`config.mk`:
```
export PLATFORM = sky130hd
export DESIGN_NAME = pci_space_decoder
export DESIGN_NICKNAME = d
export VERILOG_FILES = /design/src/rtl/pci_dec_pkg.sv /design/src/rtl/pci_window_match.sv /design/src/rtl/pci_space_classify.sv /design/src/rtl/pci_cmd_encode.sv /design/src/rtl/pci_space_decoder.sv
export SDC_FILE = /design/constraint.sdc
export NUM_CORES = 1
export LEC_CHECK = 0
export BUFFER_PORTS_ARGS = -buffer_cell sky130_fd_sc_hd__buf_2
export CAP_MARGIN = 20
export CORE_AREA = 2 2 63 65
export DETAILED_ROUTE_END_ITERATION = 8
export DIE_AREA = 0 0 65 67
export PLACE_DENSITY = 0.76
export SLEW_MARGIN = 10
export SYNTH_ARGS = -nofsm -noshare
export SYNTH_HDL_FRONTEND = slang
export SYNTH_SLANG_ARGS = --single-unit
```
`constraint.sdc`:
```
create_clock -name clk_i -period 0.8 [get_ports clk_i]
set_input_delay 0.08 -clock clk_i [delete_from_list [all_inputs] [get_ports clk_i]]
set_output_delay 0.08 -clock clk_i [all_outputs]
set_load 0.01 [all_outputs]
```
`src/rtl/pci_dec_pkg.sv`:
```
package pci_dec_pkg;
  typedef enum logic [1:0] {
    SP_LEGACY = 2'd0,
    SP_IO     = 2'd1,
    SP_CFG    = 2'd2,
    SP_MEM    = 2'd3
  } space_e;

  // command codes, direction bit is the LSB
  localparam logic [2:0] CMD_IO  = 3'b001;
  localparam logic [2:0] CMD_MEM = 3'b011;
  localparam logic [2:0] CMD_CFG = 3'b101;
endpackage

```
`src/rtl/pci_window_match.sv`:
```
module pci_window_match #(
  parameter int unsigned ADDR_W = 32,
  parameter int unsigned WIN_W  = 29,
  localparam int unsigned BASE_W = ADDR_W - WIN_W
) (
  input  logic [ADDR_W-1:0] addr_i,
  input  logic              vld_i,
  input  logic [BASE_W-1:0] base_i,
  output logic              hit_o,
  output logic [WIN_W-1:0]  offset_o
);
  assign hit_o    = vld_i && (addr_i[ADDR_W-1:WIN_W] == base_i);
  assign offset_o = addr_i[WIN_W-1:0];
endmodule

```
`src/rtl/pci_space_classify.sv`:
```
module pci_space_classify
  import pci_dec_pkg::*;
#(
  parameter int unsigned WIN_W     = 29,
  parameter int unsigned IO_START  = 32'h0001_0000,
  parameter int unsigned CFG_START = 32'h000F_0000,
  parameter int unsigned MEM_START = 32'h0010_0000
) (
  input  logic [WIN_W-1:0] offset_i,
  output space_e           space_o
);
  always_comb begin
    if (offset_i < WIN_W'(IO_START))       space_o = SP_LEGACY;
    else if (offset_i < WIN_W'(CFG_START)) space_o = SP_IO;
    else if (offset_i < WIN_W'(MEM_START)) space_o = SP_CFG;
    else                                   space_o = SP_MEM;
  end
endmodule

```
`src/rtl/pci_cmd_encode.sv`:
```
module pci_cmd_encode
  import pci_dec_pkg::*;
#(
  parameter int unsigned WIN_W     = 29,
  parameter int unsigned AD_W      = 32,
  parameter int unsigned SLOTS     = 4,
  parameter int unsigned IDSEL_LSB = 16,
  parameter int unsigned SLOT_LSB  = 8,
  parameter int unsigned IO_W      = 20,
  localparam int unsigned SLOT_W   = $clog2(SLOTS),
  localparam int unsigned REG_LSB  = 2,
  localparam int unsigned REG_W    = SLOT_LSB - REG_LSB
) (
  input  logic             hit_i,
  input  space_e           space_i,
  input  logic             we_i,
  input  logic [WIN_W-1:0] offset_i,
  output logic [3:0]       cbe_o,
  output logic [AD_W-1:0]  ad_o,
  output logic [SLOTS-1:0] idsel_o
);
  logic [SLOT_W-1:0] slot;
  logic [SLOTS-1:0]  slot_dec;
  logic              is_cfg;

  assign slot   = offset_i[SLOT_LSB +: SLOT_W];
  assign is_cfg = hit_i && (space_i == SP_CFG);

  for (genvar g = 0; g < SLOTS; g++) begin : g_idsel
    assign slot_dec[g] = (slot == SLOT_W'(g));
  end

  assign idsel_o = is_cfg ? slot_dec : '0;

  always_comb begin
    cbe_o = 4'b0000;
    if (hit_i) begin
      unique case (space_i)
        SP_LEGACY, SP_IO: cbe_o = {CMD_IO,  we_i};
        SP_CFG:           cbe_o = {CMD_CFG, we_i};
        SP_MEM:           cbe_o = {CMD_MEM, we_i};
        default:          cbe_o = 4'b0000;
      endcase
    end
  end

  always_comb begin
    ad_o = '0;
    if (hit_i) begin
      unique case (space_i)
        SP_LEGACY, SP_IO: ad_o[IO_W-1:0] = offset_i[IO_W-1:0];
        SP_CFG: begin
          ad_o[IDSEL_LSB +: SLOTS]  = slot_dec;
          ad_o[REG_LSB +: REG_W]    = offset_i[REG_LSB +: REG_W];
        end
        SP_MEM: begin
          ad_o[WIN_W-1:0] = offset_i;
          ad_o[1:0]       = 2'b00;
        end
        default: ad_o = '0;
      endcase
    end
  end
endmodule

```
`src/rtl/pci_space_decoder.sv`:
```
module pci_space_decoder
  import pci_dec_pkg::*;
#(
  parameter int unsigned ADDR_W  = 32,
  parameter int unsigned WIN_W   = 29,
  parameter int unsigned SLOTS   = 4,
  parameter bit          REG_OUT = 1'b1,
  localparam int unsigned BASE_W = ADDR_W - WIN_W
) (
  input  logic              clk_i,
  input  logic              rst_ni,
  input  logic [BASE_W-1:0] base_i,
  input  logic              addr_vld_i,
  input  logic [ADDR_W-1:0] addr_i,
  input  logic              we_i,
  output logic              hit_o,
  output logic [1:0]        space_o,
  output logic [3:0]        cbe_o,
  output logic [ADDR_W-1:0] ad_o,
  output logic [SLOTS-1:0]  idsel_o
);
  logic              hit_c;
  logic [WIN_W-1:0]  offset_c;
  space_e            space_c;
  logic [3:0]        cbe_c;
  logic [ADDR_W-1:0] ad_c;
  logic [SLOTS-1:0]  idsel_c;
  logic [1:0]        space_q;

  pci_window_match #(.ADDR_W(ADDR_W), .WIN_W(WIN_W)) u_match (
    .addr_i(addr_i), .vld_i(addr_vld_i), .base_i(base_i),
    .hit_o(hit_c), .offset_o(offset_c)
  );

  pci_space_classify #(.WIN_W(WIN_W)) u_class (
    .offset_i(offset_c), .space_o(space_c)
  );

  pci_cmd_encode #(.WIN_W(WIN_W), .AD_W(ADDR_W), .SLOTS(SLOTS)) u_enc (
    .hit_i(hit_c), .space_i(space_c), .we_i(we_i), .offset_i(offset_c),
    .cbe_o(cbe_c), .ad_o(ad_c), .idsel_o(idsel_c)
  );

  assign space_q = hit_c ? space_c : 2'b00;

  if (REG_OUT) begin : g_reg
    always_ff @(posedge clk_i or negedge rst_ni) begin
      if (!rst_ni) begin
        hit_o   <= 1'b0;
        space_o <= 2'b00;
        cbe_o   <= 4'b0000;
        ad_o    <= '0;
        idsel_o <= '0;
      end else begin
        hit_o   <= hit_c;
        space_o <= space_q;
        cbe_o   <= cbe_c;
        ad_o    <= ad_c;
        idsel_o <= idsel_c;
      end
    end

    p_miss_next_r1: assert property (@(posedge clk_i) disable iff (!rst_ni)
      (!addr_vld_i || addr_i[ADDR_W-1:WIN_W] != base_i) |=> !hit_o);
  end else begin : g_comb
    assign hit_o   = hit_c;
    assign space_o = space_q;
    assign cbe_o   = cbe_c;
    assign ad_o    = ad_c;
    assign idsel_o = idsel_c;
  end

  p_idle_r1: assert property (@(posedge clk_i) disable iff (!rst_ni)
    !hit_o |-> (cbe_o == 4'b0 && ad_o == '0 && idsel_o == '0 && space_o == 2'b0));

  p_io_cmd_r4: assert property (@(posedge clk_i) disable iff (!rst_ni)
    (hit_o && space_o[1] == 1'b0) |-> (cbe_o[3:1] == 3'b001 && idsel_o == '0));

  p_mem_cmd_r8: assert property (@(posedge clk_i) disable iff (!rst_ni)
    (hit_o && space_o == 2'd3) |-> (cbe_o[3:1] == 3'b011 && ad_o[1:0] == 2'b00));

  p_cfg_sel_r6: assert property (@(posedge clk_i) disable iff (!rst_ni)
    (hit_o && space_o == 2'd2) |->
      ($countones(idsel_o) == 1 && ad_o[16 +: SLOTS] == idsel_o
       && ad_o[1:0] == 2'b00 && cbe_o[3:1] == 3'b101));

  p_sel_only_cfg_r6: assert property (@(posedge clk_i) disable iff (!rst_ni)
    (idsel_o != '0) |-> (hit_o && space_o == 2'd2));
endmodule

```
# After elaboration in Yosys (flattened, before gate mapping)
# Cells that the tools add are included.
[totals]
register_bits = 43
in_bits = 39
word_cells = 35
[op_classes]
magnitude_cmp = 3
n_eq_ne = 7
mux = 13
n_reduce_logical = 7
[ops]
columns = ["operator", "count"]
rows = [
  ["< comparator 29 x 17 -> 1 bit (second input constant)", 1],
  ["< comparator 29 x 20 -> 1 bit (second input constant)", 1],
  ["< comparator 29 x 21 -> 1 bit (second input constant)", 1],
  ["2-to-1 mux 29 bit", 1],
  ["case mux 4 bit (3 select lines)", 1],
  ["2-to-1 mux 9 bit", 1],
  ["equality test 2 bit (second input constant)", 4],
  ["2-to-1 mux 2 bit", 4],
  ["2-to-1 mux 4 bit", 2],
  ["2-to-1 mux 8 bit", 1],
  ["case mux 4 bit (2 select lines)", 1],
  ["2-to-1 mux 6 bit", 1],
  ["equality test 2 x 1 -> 1 bit (second input constant)", 2],
  ["logical NOT 2 bit", 2],
  ["OR reduction 4 bit", 1],
  ["equality test 3 bit", 1],
  ["OR reduction 3 bit", 1],
  ["logical AND 1 bit", 2],
  ["OR reduction 2 bit", 1],
  ["2-to-1 mux 1 bit", 1],
]

# Longest topological paths before layout
[depth]
ltp_word = 8
depth_mapped = 5

# By module
# From an unflattened synthesis, not the netlist that was laid out.
[hier_totals]
hier_cells = 143
area_unflattened_um2 = 1751.7
[modules_own_cells]
columns = ["module", "instances", "cells_per_inst", "area_per_inst_um2", "seq_area_each_um2"]
rows = [
  ["pci_space_decoder", 1, 45, 1088.5, 1076.0],
  ["pci_cmd_encode", 1, 58, 347.8, 0.0],
  ["pci_window_match", 1, 33, 252.7, 0.0],
  ["pci_space_classify", 1, 7, 62.6, 0.0],
]

# Worst setup path after synthesis
# OpenSTA, ideal clock, no wires.
[synth_path]
kind = "input-to-reg"
start = "in addr_i[24]"
end = "reg ad_o[15]"
setup_time_ns = 0.120
arrival_time_ns = 1.551
t_required_ns = 0.680
slack_ns = -0.871
cell_stages = 5
path_buffers = 2
cell_sequence = "or4_4 -> or4_4 -> buf_6 -> buf_6 -> and3_1"
[synth_via]
elab_chain_cells = 8
word_cells_on_any_way = 12
cone_classes = "order compare: 3; eq/ne: 2; mux: 5; reduce/logical: 2"
[synth_rtl]
columns = ["item", "line_no", "text"]
rows = [
  ["start: declaration", "pci_space_decoder.sv:14", "input logic [ADDR_W-1:0] addr_i,"],
  ["< comparator 29 x 21 -> 1 bit", "pci_space_classify.sv:15", "else if (offset_i < WIN_W'(MEM_START)) space_o = SP_CFG;"],
  ["2-to-1 mux 1 bit", "pci_space_classify.sv:15", ""],
  ["2-to-1 mux 2 bit", "pci_space_classify.sv:14", "else if (offset_i < WIN_W'(CFG_START)) space_o = SP_IO;"],
  ["2-to-1 mux 2 bit *", "pci_space_classify.sv:13", "if (offset_i < WIN_W'(IO_START)) space_o = SP_LEGACY;"],
  ["equality test 2 x 1 -> 1 bit, or another cell as far along", "pci_cmd_encode.sv:50", "unique case (space_i)"],
  ["OR reduction 3 bit (no line) *", "--", ""],
  ["2-to-1 mux 8 bit *", "pci_cmd_encode.sv:50", ""],
  ["2-to-1 mux 29 bit *", "pci_cmd_encode.sv:49", "if (hit_i) begin"],
  ["named net ad_c[15]", "pci_space_decoder.sv:26", "logic [ADDR_W-1:0] ad_c;"],
  ["end signal: assignment", "pci_space_decoder.sv:52", "ad_o <= '0;"],
  ["end signal: assignment", "pci_space_decoder.sv:58", "ad_o <= ad_c;"],
  ["end: declaration", "pci_space_decoder.sv:19", "output logic [ADDR_W-1:0] ad_o,"],
]
# The timed path passes the listed nets; every way through them passes the cells marked *.

# Worst setup path in the final report
[layout_path]
start = "in addr_i[24]"
end = "reg idsel_o[2]"
[layout_via]
elab_chain_cells = 7
word_cells_on_any_way = 9
cone_classes = "order compare: 3; eq/ne: 1; mux: 4; reduce/logical: 1"
[layout_rtl]
columns = ["item", "line_no", "text"]
rows = [
  ["< comparator 29 x 21 -> 1 bit", "pci_space_classify.sv:15", ""],
  ["2-to-1 mux 1 bit", "pci_space_classify.sv:15", ""],
  ["2-to-1 mux 2 bit", "pci_space_classify.sv:14", ""],
  ["2-to-1 mux 2 bit *", "pci_space_classify.sv:13", ""],
  ["equality test 2 bit *", "pci_cmd_encode.sv:27", "assign is_cfg = hit_i && (space_i == SP_CFG);"],
  ["logical AND 1 bit *", "pci_cmd_encode.sv:27", ""],
  ["2-to-1 mux 4 bit *", "pci_cmd_encode.sv:33", "assign idsel_o = is_cfg ? slot_dec : '0;"],
  ["named net idsel_c[2]", "pci_space_decoder.sv:27", "logic [SLOTS-1:0] idsel_c;"],
  ["end signal: assignment", "pci_space_decoder.sv:59", "idsel_o <= idsel_c;"],
  ["end: declaration", "pci_space_decoder.sv:20", "output logic [SLOTS-1:0] idsel_o"],
]
# Marked as above.

==> run summary <==
The flow ran to the end, but the final reports show violations. The checks that failed: setup timing. Of all cell types, the one taking the most synthesized area is sky130_fd_sc_hd__dfrtp_1. The starting density of the core is 42.9%. The instance count of the mapped netlist came out at 119. The power share of the clock group is 32.6%.

The total number of nets in the final design is 260. The category of the critical setup timing path is input pin to flip-flop. The detail route stage leaves a number of antenna-violating nets equal to 0. The die outline area is 4360 µm².

For this run, the detailed router's first-pass iteration total came to 4. The kind of start point of the critical path is an input pin. The number of global-route vias before repair came out at 1157. The share of layout cells above drive strength 1 came out at 54.1%. Of the synthesized area, sequential elements account for 63.1%.

The met1 capacity usage during global routing came out at 17.3%. The number of instances on the worst hold path came out at 2. The finished cells cover 2390 µm².

The kind of end point of the critical path is a flip-flop. The post-synthesis register bit count came out at 39. The count of buffers from port buffering is 78. The most crowded layer after global routing is met2. The number of I/O pins came out at 82. The sequential share of power is 52.9%. The final global-route overflow total is 0. Counting along the longest clock path gives a buffer depth of 2. The post-placement worst setup slack came out at -0.831 ns. The number of distinct library cells after synthesis is 29.

After synthesis, the cell types taking the most area are sky130_fd_sc_hd__dfrtp_1 63%, sky130_fd_sc_hd__and2_1 6.5%, sky130_fd_sc_hd__and3_1 3.6%. The post-route worst setup slack came out at -0.457 ns. In this run the power density over the cells is 1610 nW/µm². The per-cell via count in the routed design is 4.64. After floorplanning, the core was divided into 22 placement rows. The tree is rooted in a sky130_fd_sc_hd__clkbuf_8. The number of clock sinks came out at 39.

The cell class contributing the biggest share of worst-path delay is simple AND/OR/NAND/NOR gates. The maximum VDD drop is 702 µV. The floorplan step set the die height to 67 µm. The post-synthesis area per instance came out at 13.0 µm². For this design, the slowest cell found on the critical path is sky130_fd_sc_hd__or4_4.

The proportion of netlist area held by the largest area contributor is 63.1%. The routing usage on met3 came out at 4.90%. The required arrival time at the worst endpoint is 1.00 ns.

After layout, the minimum clock period comes to 1.26 ns. The total number of H-tree levels is 2. The DRC marker count from the first detailed-route iteration came out at 75.

The proportion of power drawn by combinational gates is 14.6%. Of the total power, the share spent switching nets is 24.0%. Across every metal layer, demand over resource in global routing totals 16.4%. The number of vias after detailed routing came out at 1254. The clock tree from TritonCTS is built. The worst hold path belongs to the class input pin to flip-flop. The arrival time at the worst endpoint came out at 1.46 ns. By instance count, the leading cell after synthesis is sky130_fd_sc_hd__dfrtp_1.

The number of buffers and inverters on the critical path is 1. The number of antenna diodes in the final layout is 0. The total core area came out at 3610 µm². The top fanout value on the critical path came out at 9.

The sequential cell area is 976 µm². The total CTS buffers is 5. The signal on the critical path passes through buf_6 -> or4_4 -> or4_4 -> nor4b_4. The max-slew violation count is 0.

The last weighted congestion value of the routability-driven placer is 0.759. The commonest cells after synthesis are 39 x sky130_fd_sc_hd__dfrtp_1, 16 x sky130_fd_sc_hd__and2_1, 9 x sky130_fd_sc_hd__and3_1. The initial antenna violation count came to 0. The worst hold path terminates at ad_o[21]. The most numerous cell type found on the critical path is sky130_fd_sc_hd__or4_4. In the synthesized netlist the dominant register cell turns out to be sky130_fd_sc_hd__dfrtp_1. The layout overhead on the synthesized area came out at 54.3%.

The total placed instance area is 2170 µm². The switching power is 920 µW. After detailed routing, the number of remaining DRC violations is 0.

Setup repair after global routing could not meet its margin everywhere. Once detailed placement completed, the half-perimeter wirelength came to 2460 µm. The filler-free cell count of the finished design is 270. The fill cell instance count of the final layout is 268. The fmax is 795 MHz. Summed over all cells, the static leakage comes to 1.36 nW. The final cycle utilization of the critical path is 157%. Cell internal power was estimated by the tool at 2.92 mW. In the final layout, the multi-input gates occupy 602 µm². The number of enable flip-flop cells after synthesis is 0. After layout, the design draws a total of 3.84 mW. The post-synthesis instance area is 1550 µm². The number of warnings printed during yosys synthesis came out at 0. The fraction of met2 tracks used by global routing came out at 29.6%.

The sum of routed wire length over all layers is 3500 µm. The width of the die is 65 µm. The first-pass GRT wire length is 5110 µm.

The final number of setup-violating endpoints came out at 62. The per-cell routed wire length is 13.0 µm. The count of max-cap constraint violations came out at 0. Entering global routing, the biggest net connects 40 pins. In this run, placement finished with an instance count of 254. The startpoint identified for the worst hold timing path is addr_i[21]. The total count of hold-check failures in the final report was 0. The delay of the slowest cell on the worst path is 0.55 ns.

The total negative setup slack came out at -10.75 ns. The async set-reset flop share out of synthesis came out at 100%. The clock-pin transition on the worst setup and hold timing paths came out at 0.07 ns.
repair_timing:
action | 4_1_cts | 5_1_grt
gates cloned | 1 | 0
buffers inserted | 1 | 2
endpoints found under the hold margin | 42 | 0
hold buffers | 4 | 0
gates resized for setup | 3 | 11
pin swaps | 0 | 1
setup endpoints to repair | 62 | 63
power by group through the flow:
stage / registers (mW) / clock network (mW) / logic (mW)
global route: 2.03 / 1.38 / 0.612
finish: 2.03 / 1.25 / 0.559
CTS: 2.03 / 1.26 / 0.541
detailed placement: 2.07 / 0 / 0.512
floorplan: 2.09 / 0 / 0.191
global placement: 2.06 / 0 / 0.506
final cells by class:
class,instances,share of cell area (%)
repair buffers,102,27.6
well taps,48,2.51
clock buffers,7,3.20
flip-flops and latches,39,40.9
multi-input cells,71,25.2
inverters,2,0.419
clock inverters,1,0.210
through the flow:
stage	hold WS, ns	util [%]
floorplan	-0.216	-
global placement	0.0606	60.1
detailed placement	0.0564	60.1
CTS	0.00295	64.2
global route	0.00271	66.2
finish	0.00265	66.2
layer usage:
layer / wire, µm / up-vias
li1: - / 608
met1: 1330 / 582
met2: 1830 / 57
met3: 255 / 7
met4: 82 / 0
met5: 0 / -
how the worst max path moves through the flow:
| stage | cells past startpoint | end | from |
|---|---|---|---|
| after detailed placement | 4 | ad_o[8] | addr_i[24] |
| after global routing | 4 | idsel_o[1] | addr_i[24] |
| after floorplan | 5 | idsel_o[2] | addr_i[24] |
| after CTS | 4 | idsel_o[2] | addr_i[24] |
| final | 4 | idsel_o[2] | addr_i[24] |
| after global placement | 4 | ad_o[8] | addr_i[24] |
registers in the layout, indices dropped and copies added (netlist names):
signal / count
ad_o: 29
cbe_o: 4
idsel_o: 4
space_o: 2
cell usage in the layout, fill, tap and decap left out, types with 5 or more instances in the layout:
| master | synthesis | final |
|---|---|---|
| sky130_fd_sc_hd__nand2_1 | 6 | 6 |
| sky130_fd_sc_hd__buf_6 | 2 | 7 |
| sky130_fd_sc_hd__and2_1 | 16 | 16 |
| sky130_fd_sc_hd__clkbuf_8 | 0 | 5 |
| sky130_fd_sc_hd__dfrtp_1 | 39 | 39 |
| sky130_fd_sc_hd__buf_2 | 2 | 72 |
| sky130_fd_sc_hd__and3_1 | 9 | 8 |
| sky130_fd_sc_hd__nand4_1 | 5 | 5 |
| sky130_fd_sc_hd__buf_4 | 4 | 16 |
cells by family (layout without fill, tap and decap cells):
logic type      Yosys count  in the layout  synth area share (%)
compound gates            2              2                 0.647
xor+xnor                  3              3                  1.70
buf+inv                  12            112                  5.01
flops                    39             39                  63.1
mux                       4              4                  2.59
other cells               1              3                 0.242
simple gates             58             59                  26.8
No activity file was read; power rests on OpenSTA's default activity.
